$ cat config.mk
export PLATFORM = sky130hd
export DESIGN_NAME = trap_entry_seq
export DESIGN_NICKNAME = d
export VERILOG_FILES = /design/src/rtl/trap_seq_pkg.sv /design/src/rtl/trap_class_decode.sv /design/src/rtl/trap_window_calc.sv /design/src/rtl/trap_vector_gen.sv /design/src/rtl/trap_stack_mem.sv /design/src/rtl/trap_entry_seq.sv
export SDC_FILE = /design/constraint.sdc
export NUM_CORES = 1
export LEC_CHECK = 0
export BUFFER_PORTS_ARGS = -buffer_cell sky130_fd_sc_hd__clkbuf_2
export CAP_MARGIN = 25
export CORE_MARGIN = 2
export CORE_UTILIZATION = 55
export DETAILED_ROUTE_END_ITERATION = 7
export GPL_ROUTABILITY_DRIVEN = 0
export PLACE_DENSITY = 0.8
export SETUP_SLACK_MARGIN = 0.4
export SYNTH_ARGS = -nofsm -noshare
export SYNTH_HDL_FRONTEND = slang
export SYNTH_SLANG_ARGS = --single-unit
$ cat constraint.sdc
create_clock -name clk -period 65.8 [get_ports clk]
set_clock_uncertainty 0.05 [all_clocks]
set_input_delay 13.16 -clock clk [delete_from_list [all_inputs] [get_ports clk]]
set_output_delay 13.16 -clock clk [all_outputs]
set_load 0.02 [all_outputs]
$ cat src/rtl/trap_seq_pkg.sv
package trap_seq_pkg;
  localparam int TT_W = 9;
  localparam int PS_W = 6;

  // state bit positions
  localparam int PS_ALT  = 0;
  localparam int PS_MMU  = 1;
  localparam int PS_INTG = 2;
  localparam int PS_PRIV = 3;
  localparam int PS_FPEN = 4;
  localparam int PS_RED  = 5;

  // trap type codes the block decodes
  localparam logic [TT_W-1:0] TT_INST_FAULT = 9'h008;
  localparam logic [TT_W-1:0] TT_CLEAN_WIN  = 9'h024;
  localparam logic [TT_W-1:0] TT_DATA_FAULT = 9'h030;
  localparam logic [TT_W-1:0] TT_VEC_INT    = 9'h060;
  localparam logic [TT_W-1:0] TT_INST_MISS  = 9'h064;
  localparam logic [TT_W-1:0] TT_DATA_MISS  = 9'h068;
  localparam logic [TT_W-1:0] TT_DATA_PROT  = 9'h06C;
  localparam logic [2:0]      GRP_SPILL     = 3'b010;
  localparam logic [2:0]      GRP_FILL      = 3'b011;

  typedef enum logic [1:0] {GSEL_ALT, GSEL_MMU, GSEL_INT} gsel_e;
  typedef enum logic [1:0] {WOP_NONE, WOP_CLEAN, WOP_SPILL, WOP_FILL} wop_e;
endpackage

$ cat src/rtl/trap_class_decode.sv
module trap_class_decode
  import trap_seq_pkg::*;
(
  input  logic [TT_W-1:0] tt,
  output gsel_e           gsel,
  output wop_e            wop
);
  logic is_mmu;

  always_comb begin
    is_mmu = (tt == TT_INST_FAULT) || (tt == TT_DATA_FAULT) ||
             (tt[8:2] == TT_INST_MISS[8:2]) ||
             (tt[8:2] == TT_DATA_MISS[8:2]) ||
             (tt[8:2] == TT_DATA_PROT[8:2]);
    if (tt == TT_VEC_INT)  gsel = GSEL_INT;
    else if (is_mmu)       gsel = GSEL_MMU;
    else                   gsel = GSEL_ALT;

    if (tt == TT_CLEAN_WIN)         wop = WOP_CLEAN;
    else if (tt[8:6] == GRP_SPILL)  wop = WOP_SPILL;
    else if (tt[8:6] == GRP_FILL)   wop = WOP_FILL;
    else                            wop = WOP_NONE;
  end
endmodule

$ cat src/rtl/trap_window_calc.sv
module trap_window_calc
  import trap_seq_pkg::*;
#(
  parameter int NWIN  = 8,
  parameter int CWP_W = (NWIN > 1) ? $clog2(NWIN) : 1
) (
  input  wop_e             wop,
  input  logic [CWP_W-1:0] cwp_cur,
  input  logic [CWP_W-1:0] cansave,
  output logic [CWP_W-1:0] cwp_next
);
  localparam int EW = CWP_W + 2;
  localparam logic [EW-1:0] NW_E  = EW'(NWIN);
  localparam logic [EW-1:0] NW2_E = EW'(2 * NWIN);
  localparam logic [EW-1:0] ONE_E = EW'(1);
  localparam logic [EW-1:0] TWO_E = EW'(2);

  logic [EW-1:0] ext_cwp, ext_cs, raw, wrapped;

  always_comb begin
    ext_cwp = {2'b00, cwp_cur};
    ext_cs  = {2'b00, cansave};
    unique case (wop)
      WOP_CLEAN: raw = ext_cwp + NW_E - ONE_E;
      WOP_SPILL: raw = ext_cwp + NW2_E - ext_cs - TWO_E;
      WOP_FILL:  raw = ext_cwp + ONE_E;
      default:   raw = ext_cwp;
    endcase
    wrapped  = raw % NW_E;
    cwp_next = wrapped[CWP_W-1:0];
  end
endmodule

$ cat src/rtl/trap_vector_gen.sv
module trap_vector_gen
  import trap_seq_pkg::*;
#(
  parameter int PC_W = 64,
  parameter int TL_W = 3
) (
  input  logic [TT_W-1:0] tt,
  input  logic [TL_W-1:0] tl_new,
  input  logic [PC_W-1:0] base,
  input  logic [PC_W-1:0] hbase,
  input  logic            hyp,
  output logic [PC_W-1:0] pc_out,
  output logic [PC_W-1:0] npc_out
);
  localparam logic [PC_W-1:0] NORM_MASK = ~PC_W'(32'h7FFF);
  localparam logic [PC_W-1:0] HYP_MASK  = ~PC_W'(32'h3FFF);
  localparam logic [PC_W-1:0] HI_LVL    = PC_W'(32'h4000);
  localparam logic [PC_W-1:0] STEP      = PC_W'(4);

  logic [PC_W-1:0] off;

  always_comb begin
    off = '0;
    off[TT_W+4:5] = tt;
    if (hyp)
      pc_out = (hbase & HYP_MASK) | off;
    else
      pc_out = (base & NORM_MASK) | ((tl_new > TL_W'(1)) ? HI_LVL : '0) | off;
    npc_out = pc_out + STEP;
  end
endmodule

$ cat src/rtl/trap_stack_mem.sv
module trap_stack_mem #(
  parameter int W     = 64,
  parameter int DEPTH = 8,
  parameter int AW    = (DEPTH > 1) ? $clog2(DEPTH) : 1
) (
  input  logic          clk,
  input  logic          we,
  input  logic [AW-1:0] waddr,
  input  logic [W-1:0]  wdata,
  input  logic [AW-1:0] raddr,
  output logic [W-1:0]  rdata
);
  logic [W-1:0] mem [DEPTH];

  // read-first single clock memory, no reset on contents
  always_ff @(posedge clk) begin
    if (we) mem[waddr] <= wdata;
    rdata <= mem[raddr];
  end
endmodule

$ cat src/rtl/trap_entry_seq.sv
module trap_entry_seq
  import trap_seq_pkg::*;
#(
  parameter int PC_W        = 64,
  parameter int ST_W        = 64,
  parameter int NWIN        = 8,
  parameter int MAX_TL      = 5,
  parameter int STACK_DEPTH = 8,
  parameter int CWP_W       = (NWIN > 1) ? $clog2(NWIN) : 1,
  parameter int TL_W        = $clog2(MAX_TL + 1),
  parameter int IDX_W       = (STACK_DEPTH > 1) ? $clog2(STACK_DEPTH) : 1
) (
  input  logic              clk,
  input  logic              rst,
  input  logic              trap_req,
  input  logic [TT_W-1:0]   trap_type,
  input  logic [ST_W-1:0]   status_word,
  input  logic [PC_W-1:0]   cur_pc,
  input  logic [PC_W-1:0]   cur_npc,
  input  logic [CWP_W-1:0]  cansave,
  input  logic [PC_W-1:0]   trap_base,
  input  logic [PC_W-1:0]   hyp_base,
  input  logic              hyp_mode,
  input  logic [IDX_W-1:0]  rd_level,
  output logic [ST_W-1:0]   rd_status,
  output logic [PC_W-1:0]   rd_pc,
  output logic [PC_W-1:0]   rd_npc,
  output logic [TT_W-1:0]   rd_tt,
  output logic [TL_W-1:0]   trap_level,
  output logic [CWP_W-1:0]  cwp,
  output logic [PS_W-1:0]   pstate,
  output logic              error_state,
  output logic              entry_done,
  output logic [PC_W-1:0]   vec_pc,
  output logic [PC_W-1:0]   vec_npc
);
  localparam int ENT_W = ST_W + 2 * PC_W + TT_W;
  localparam logic [TL_W-1:0] TL_MAX  = TL_W'(MAX_TL);
  localparam logic [TL_W-1:0] TL_LAST = TL_W'(MAX_TL - 1);

  logic [TL_W-1:0]  tl_q, tl_new;
  logic [CWP_W-1:0] cwp_q, cwp_calc;
  logic [PS_W-1:0]  ps_q, ps_new;
  logic             err_q, done_q, at_max, accept;
  logic [PC_W-1:0]  pc_q, npc_q, pc_calc, npc_calc;
  gsel_e            gsel;
  wop_e             wop;
  logic [ENT_W-1:0] wr_ent, rd_ent;
  logic [IDX_W-1:0] wr_idx;

  assign at_max = (tl_q >= TL_MAX);
  assign accept = trap_req && !at_max;
  assign tl_new = tl_q + TL_W'(1);
  assign wr_idx = IDX_W'(tl_new);
  assign wr_ent = {status_word, cur_pc, cur_npc, trap_type};

  trap_class_decode u_dec (
    .tt   (trap_type),
    .gsel (gsel),
    .wop  (wop)
  );

  trap_window_calc #(.NWIN(NWIN), .CWP_W(CWP_W)) u_win (
    .wop      (wop),
    .cwp_cur  (cwp_q),
    .cansave  (cansave),
    .cwp_next (cwp_calc)
  );

  trap_vector_gen #(.PC_W(PC_W), .TL_W(TL_W)) u_vec (
    .tt      (trap_type),
    .tl_new  (tl_new),
    .base    (trap_base),
    .hbase   (hyp_base),
    .hyp     (hyp_mode),
    .pc_out  (pc_calc),
    .npc_out (npc_calc)
  );

  trap_stack_mem #(.W(ENT_W), .DEPTH(STACK_DEPTH), .AW(IDX_W)) u_stk (
    .clk   (clk),
    .we    (accept),
    .waddr (wr_idx),
    .wdata (wr_ent),
    .raddr (rd_level),
    .rdata (rd_ent)
  );

  always_comb begin
    ps_new = '0;
    ps_new[PS_PRIV] = 1'b1;
    ps_new[PS_FPEN] = 1'b1;
    ps_new[PS_RED]  = ps_q[PS_RED] | (tl_q == TL_LAST);
    unique case (gsel)
      GSEL_MMU: ps_new[PS_MMU]  = 1'b1;
      GSEL_INT: ps_new[PS_INTG] = 1'b1;
      default:  ps_new[PS_ALT]  = 1'b1;
    endcase
  end

  always_ff @(posedge clk) begin
    if (rst) begin
      tl_q   <= '0;
      cwp_q  <= '0;
      ps_q   <= '0;
      err_q  <= 1'b0;
      done_q <= 1'b0;
      pc_q   <= '0;
      npc_q  <= '0;
    end else begin
      done_q <= accept;
      if (trap_req && at_max) err_q <= 1'b1;
      if (accept) begin
        tl_q  <= tl_new;
        cwp_q <= cwp_calc;
        ps_q  <= ps_new;
        pc_q  <= pc_calc;
        npc_q <= npc_calc;
      end
    end
  end

  assign {rd_status, rd_pc, rd_npc, rd_tt} = rd_ent;
  assign trap_level  = tl_q;
  assign cwp         = cwp_q;
  assign pstate      = ps_q;
  assign error_state = err_q;
  assign entry_done  = done_q;
  assign vec_pc      = pc_q;
  assign vec_npc     = npc_q;

  // an accepted request steps the level by one
  p_tl_step_r2: assert property (@(posedge clk) disable iff (rst)
    (trap_req && trap_level < TL_MAX) |=> (trap_level == $past(trap_level) + TL_W'(1)));
  // done only follows a request
  p_done_cause_r2: assert property (@(posedge clk) disable iff (rst)
    entry_done |-> $past(trap_req));
  // saturating entry raises reduced-state
  p_red_set_r3: assert property (@(posedge clk) disable iff (rst)
    (trap_req && trap_level == TL_LAST) |=> pstate[PS_RED]);
  // exhausted level rejects entry
  p_no_entry_r4: assert property (@(posedge clk) disable iff (rst)
    (trap_req && trap_level >= TL_MAX) |=> ($stable(trap_level) && $stable(cwp) && !entry_done && error_state));
  // error is sticky
  p_err_sticky_r4: assert property (@(posedge clk) disable iff (rst)
    error_state |=> error_state);
  // exactly one global set selected after entry
  p_one_gset_r6: assert property (@(posedge clk) disable iff (rst)
    entry_done |-> ($countones(pstate[2:0]) == 1 && pstate[PS_PRIV] && pstate[PS_FPEN]));
  // vector alignment and next PC
  p_vec_align_r11: assert property (@(posedge clk) disable iff (rst)
    entry_done |-> (vec_pc[4:0] == 5'd0 && vec_npc == vec_pc + PC_W'(4)));
endmodule

* Word level (Yosys, flattened, before mapping) *
Memories as Yosys holds them, arrays and structs flattened. A register that Yosys moved wholly into a read port is not among the register bits.
Index checks and enable logic that the tools add are counted.

word-level totals
  register bits after elaboration = 142
  RAM bits = 1,608
  input port bits = 339
  output and inout port bits = 343
  logic and storage cells = 60
  memories = 1

cells by class
  $add $sub $neg = 8
  order comparisons = 2
  equality and inequality tests = 15
  mux-type cells = 13
  bitwise logic cells = 4
  reduce and logical (&&, ||, !) cells = 10

memories
  name       depth  width  rd ports  clocked after Yosys merged registers in  write ports  line                  text
  u_stk.mem  8      201    1         1                                        1            trap_stack_mem.sv:13  logic [W-1:0] mem [DEPTH];

operator list
  kind                   count
  $or 64x14->64          2
  $add 64x3->64 const B  1
  $mux 64                1
  $or 64x64->64          1
  $eq 7x5->1 const B     3
  $eq 9x6->1 const B     2
  $mux 15                1
  $add 3x1->3 const B    4
  $eq 9x4->1 const B     1
  $eq 9x7->1 const B     1
  $pmux 3 s3             1
  $mux 2                 4
  $eq 2x2->1 const B     3
  $eq 3x2->1 const B     2
  $mux 1                 6
  $eq 2x1->1 const B     2
  $logic_or 1x1->1       4
  $eq 3x3->1 const B     1
  $ge 3x3->1 const B     1
  $gt 3x1->1 const B     1
  $reduce_bool 3->1      1
  $sub 3x1->3 const B    1
  $sub 3x2->3 const B    1
  $sub 3x3->3            1
  other kinds (5)        6

* Longest topological paths before layout *
  word-level depth = 10
  depth in mapped cells = 9
  depth with buffers taken out = 8

* Cells and area by module *
Synthesis repeated with hierarchy kept, for this count alone.

second synthesis, totals
  cell total of the unflattened synthesis = 3,366
  area, all modules = 73,241.5 µm²

by module, submodules not included
  module             instances  cells each  area each (µm²)
  trap_stack_mem     1          2,537       65,426.5
  trap_entry_seq     1          649         6,054.6
  trap_vector_gen    1          138         1,448.9
  trap_window_calc   1          28          205.2
  trap_class_decode  1          14          106.4

* Worst setup path before layout *
OpenSTA, ideal clock, no wires.

  kind = input-to-reg
  from = input port trap_req
  to = memory u_stk.mem[4][0] in the netlist's numbering (enable)
  library setup time = 1.254 ns
  arrival time = 32.120 ns
  data required time = 64.496 ns
  slack = 32.376 ns
  cell stages on the path = 2
  path through = nand2_1 nor4_1

on the way
  word-level cells in the longest chain between the ends = 3

RTL lines
  item                          line                  text
  start, declared               trap_entry_seq.sv:15  input logic trap_req,
  $logic_and 1x1->1             trap_entry_seq.sv:52  assign accept = trap_req && !at_max;
  $mux 1                        trap_stack_mem.sv:17  if (we) mem[waddr] <= wdata;
  $mux 1 (implied by the code)  trap_stack_mem.sv:17
  end, declared                 trap_stack_mem.sv:13

Every way passes these cells.

==> results.sh <==
export IMPL_hp_class="reg2reg"
export IMPL_slowest_delay_ps=830
export IMPL_clk_pin_slew_ps=60
export IMPL_rsz0062_at_grt="false"
export IMPL_vias=31951
export IMPL_critPathSlowestCell="buf_4"
export IMPL_core_area_sq_mm=0.1235
export IMPL_die_x_microns=356.4
export IMPL_io_pin_count=682
export IMPL_seq_area_frac_synth_pct=78.71
export IMPL_drtAntennaViolNets=0
export IMPL_final_max_slew_viol_count=0
export IMPL_synth_common_cells="edfxtp_1 (1608), mux4_2 (402), dfxtp_1 (273)"
export IMPL_grt_overflow_total=0
export IMPL_synth_top_family_by_area="multiplexers"
export IMPL_cts_resized=0
export IMPL_path_delay_family="buffers and inverters"
export IMPL_yosysWarningCount=0
export IMPL_max_freq_ghz=0.05791
export IMPL_yosys_cell_count_top_type="edfxtp_1"
export IMPL_synthDistinctLibCells=46
export IMPL_nNetsFinal=3978
export IMPL_min_to="vec_pc[9]"
export IMPL_synth_area_sq_mm=0.06829
export IMPL_path_buf_inv=6
export IMPL_antenna_found_initial=29
export IMPL_synthCells=2970
export IMPL_grt_pass1_wl_mm=213.1
export IMPL_yosys_area_top_type="edfxtp_1"
export IMPL_cp_end_kind="flop"
export IMPL_crit_type="in2reg"
export IMPL_dieArea_sq_mm=0.1270
export IMPL_synth_mux_area_share_pct=17.32
export IMPL_firstDrtPassIters=5
export IMPL_peakVddDrop_v=0.00002944
export IMPL_drc=0
export IMPL_synth_top_area_share_pct=70.71
export IMPL_initial_core_util_pct=55.31
export IMPL_crit_arrival_ps=17890
export IMPL_cp_max_fo=117
export IMPL_setup_tns_ps=0
export IMPL_ys_async_sr_fraction_pct=0
export IMPL_crit_chain="buf_8 -> buf_12 -> buf_4 -> buf_4 -> buf_4 -> buf_16 -> mux4_2 -> mux2_2"
export IMPL_cts_sinks=1881
export IMPL_startpoint_type="input port"
export IMPL_wire_per_inst_microns=26.77
export IMPL_ys_top_cells_by_area="edfxtp_1 (71%), mux4_2 (13%), dfxtp_1 (8.0%)"
export IMPL_period_needed_ps=17270
export IMPL_relSlewSlack_pct=26.44
export IMPL_drt_initial_drc_count=3124
export IMPL_synth_ff_type="edfxtp_1"
export IMPL_die_h_microns=356.4
export IMPL_grt_pass1_vias=32907
export IMPL_wl_mm=145.5
export IMPL_worst_slew_pin_slew_ps=1103
export IMPL_vias_per_cell=5.878
export IMPL_rows=129
export IMPL_stdcell_area_sq_mm=0.07877
export IMPL_portBuffers=643
export IMPL_r2r_end="u_stk.mem[0][115]"
export IMPL_grt_start_max_net_pins=139
export IMPL_power_density_mw_per_mm2=32.17
export IMPL_cts_tree="yes"
export IMPL_hp_start="vec_pc[9]"
export IMPL_synth_adder_area_share_pct=0.1466
export IMPL_synth_area_per_cell_sq_um=22.99
export IMPL_p_leak_nw=26.94
export IMPL_status="complete, no violations"
export IMPL_synth_compound_area_share_pct=0.8831
export IMPL_finalSetupViolCount=0
export IMPL_cts_htree_levels=4
export IMPL_final_hold_viol_count=0
export IMPL_cts_root_buf="clkbuf_16"
export IMPL_r2r_setup_slack_ps=61690
export IMPL_finalCritPeriodShare_pct=26.24
export IMPL_insertion_delay_ps=830
export IMPL_reg2regPathDepth=5
export IMPL_whs_path_depth=2
export IMPL_synth_edf_count=1608
export IMPL_place_hpwl_mm=78.56
export IMPL_cts_hold_buf=0
export IMPL_cts_buffers=179
export IMPL_crit_path_frequent_cell="buf_4"
export IMPL_ys_ff_latch=1881
export IMPL_synth_simple_area_share_pct=0.7237
export IMPL_grt_use_total_pct=22.85
export IMPL_drive_gt1_share_pct=41.46
export IMPL_syn_to_final_growth_pct=15.34
export IMPL_reg2reg_from="trap_level[0]"
export IMPL_cap_violations=0
export IMPL_clk_path_buf_depth=3
export IMPL_cts_setup_buffers=0
export IMPL_placed_cell_area_sq_mm=0.07266
export IMPL_synth_xor_area_share_pct=0.06412
export IMPL_critical_path_required_ps=66420
-- worst register-to-register path, delay by kind of cell (launching register included) --
family                   cells  cell delay (ps)
flip-flops                   1              500
adder cells (fa/ha/maj)      1              440
buffers and inverters        3             1830
AND/OR/NAND/NOR              1              790
-- metal layers --
layer / routed length, microns / global-route usage [%] / up-vias
met5: 214 / 0 / -
met4: 4955 / 8.481 / 32
met3: 12270 / 6.399 / 288
met2: 73230 / 37.29 / 1347
met1: 54880 / 29.57 / 16736
li1: - / - / 13548
-- metrics by stage --
step,total power (W),hold slack (ps),setup WS (ps),util [%],std cells
after global routing,0.002612,452.3,48000,63.78,5431
after CTS,0.002553,425.0,48060,63.67,5417
after floorplan,0.001489,494.3,32380,-,2978
after detailed placement,0.001540,419.2,47160,58.84,5083
final,0.002534,425.2,48530,63.79,5436
after global placement,0.001534,407.3,47220,58.84,5083
-- how the worst max path moves through the flow --
| stage | from | to | slack, ps | cells past startpoint |
|---|---|---|---|---|
| after detailed placement | rd_level[0] | u_stk.rdata[143] | 47160 | 7 |
| after global routing | rd_level[0] | u_stk.rdata[109] | 48000 | 8 |
| after CTS | rd_level[0] | u_stk.rdata[128] | 48060 | 7 |
| after global placement | rd_level[0] | u_stk.rdata[112] | 47220 | 7 |
| after floorplan | trap_req | u_stk.mem[4][0] | 32380 | 2 |
| final | rd_level[0] | u_stk.rdata[128] | 48530 | 8 |
-- area by class of cell --
type | count | area (sq um)
clock buffer | 255 | 5046
clock inverter | 79 | 917.1
tap | 1637 | 2048
fill | 7811 | 44710
timing repair buffer | 687 | 3784
antenna | 15 | 37.54
multi-input combinational | 873 | 13150
sequential | 1881 | 53750
inverter | 9 | 33.78
-- report_power, final --
part,switching (W),internal [W]
registers,0.0000144,0.00134
logic,0.000101,0.0000623
clock network,0.000444,0.000574
-- cell families (layout without fill, tap and decap cells) --
group	after synthesis	in the layout
mux	654	654
compound gates	83	83
buf+inv	224	1030
xor+xnor	5	5
other cells	1	24
flops	1881	1881
fa+ha+maj	8	8
simple gates	114	114
-- flip-flops by register name, indices dropped and copies added, names as in the netlist --
signal / cells
u_stk.mem: 1608
u_stk.rdata: 201
vec_pc: 58
pstate: 5
cwp: 3
trap_level: 3
entry_done: 1
error_state: 1
vec_npc: 1
-- placed cells by master (no fill, tap or decap), types with 15 or more instances in the layout --
cell	count
mux4_2	402
edfxtp_1	1608
mux2i_1	50
dfxtp_1	273
diode_2	15
nand2_1	28
nor2_1	60
clkbuf_8	26
clkbuf_16	180
clkinv_1	17
clkbuf_1	49
clkbuf_2	639
clkinv_2	27
a211oi_1	51
a21oi_1	16
mux2_2	202
buf_4	30
No activity file was read; power rests on OpenSTA's default activity.
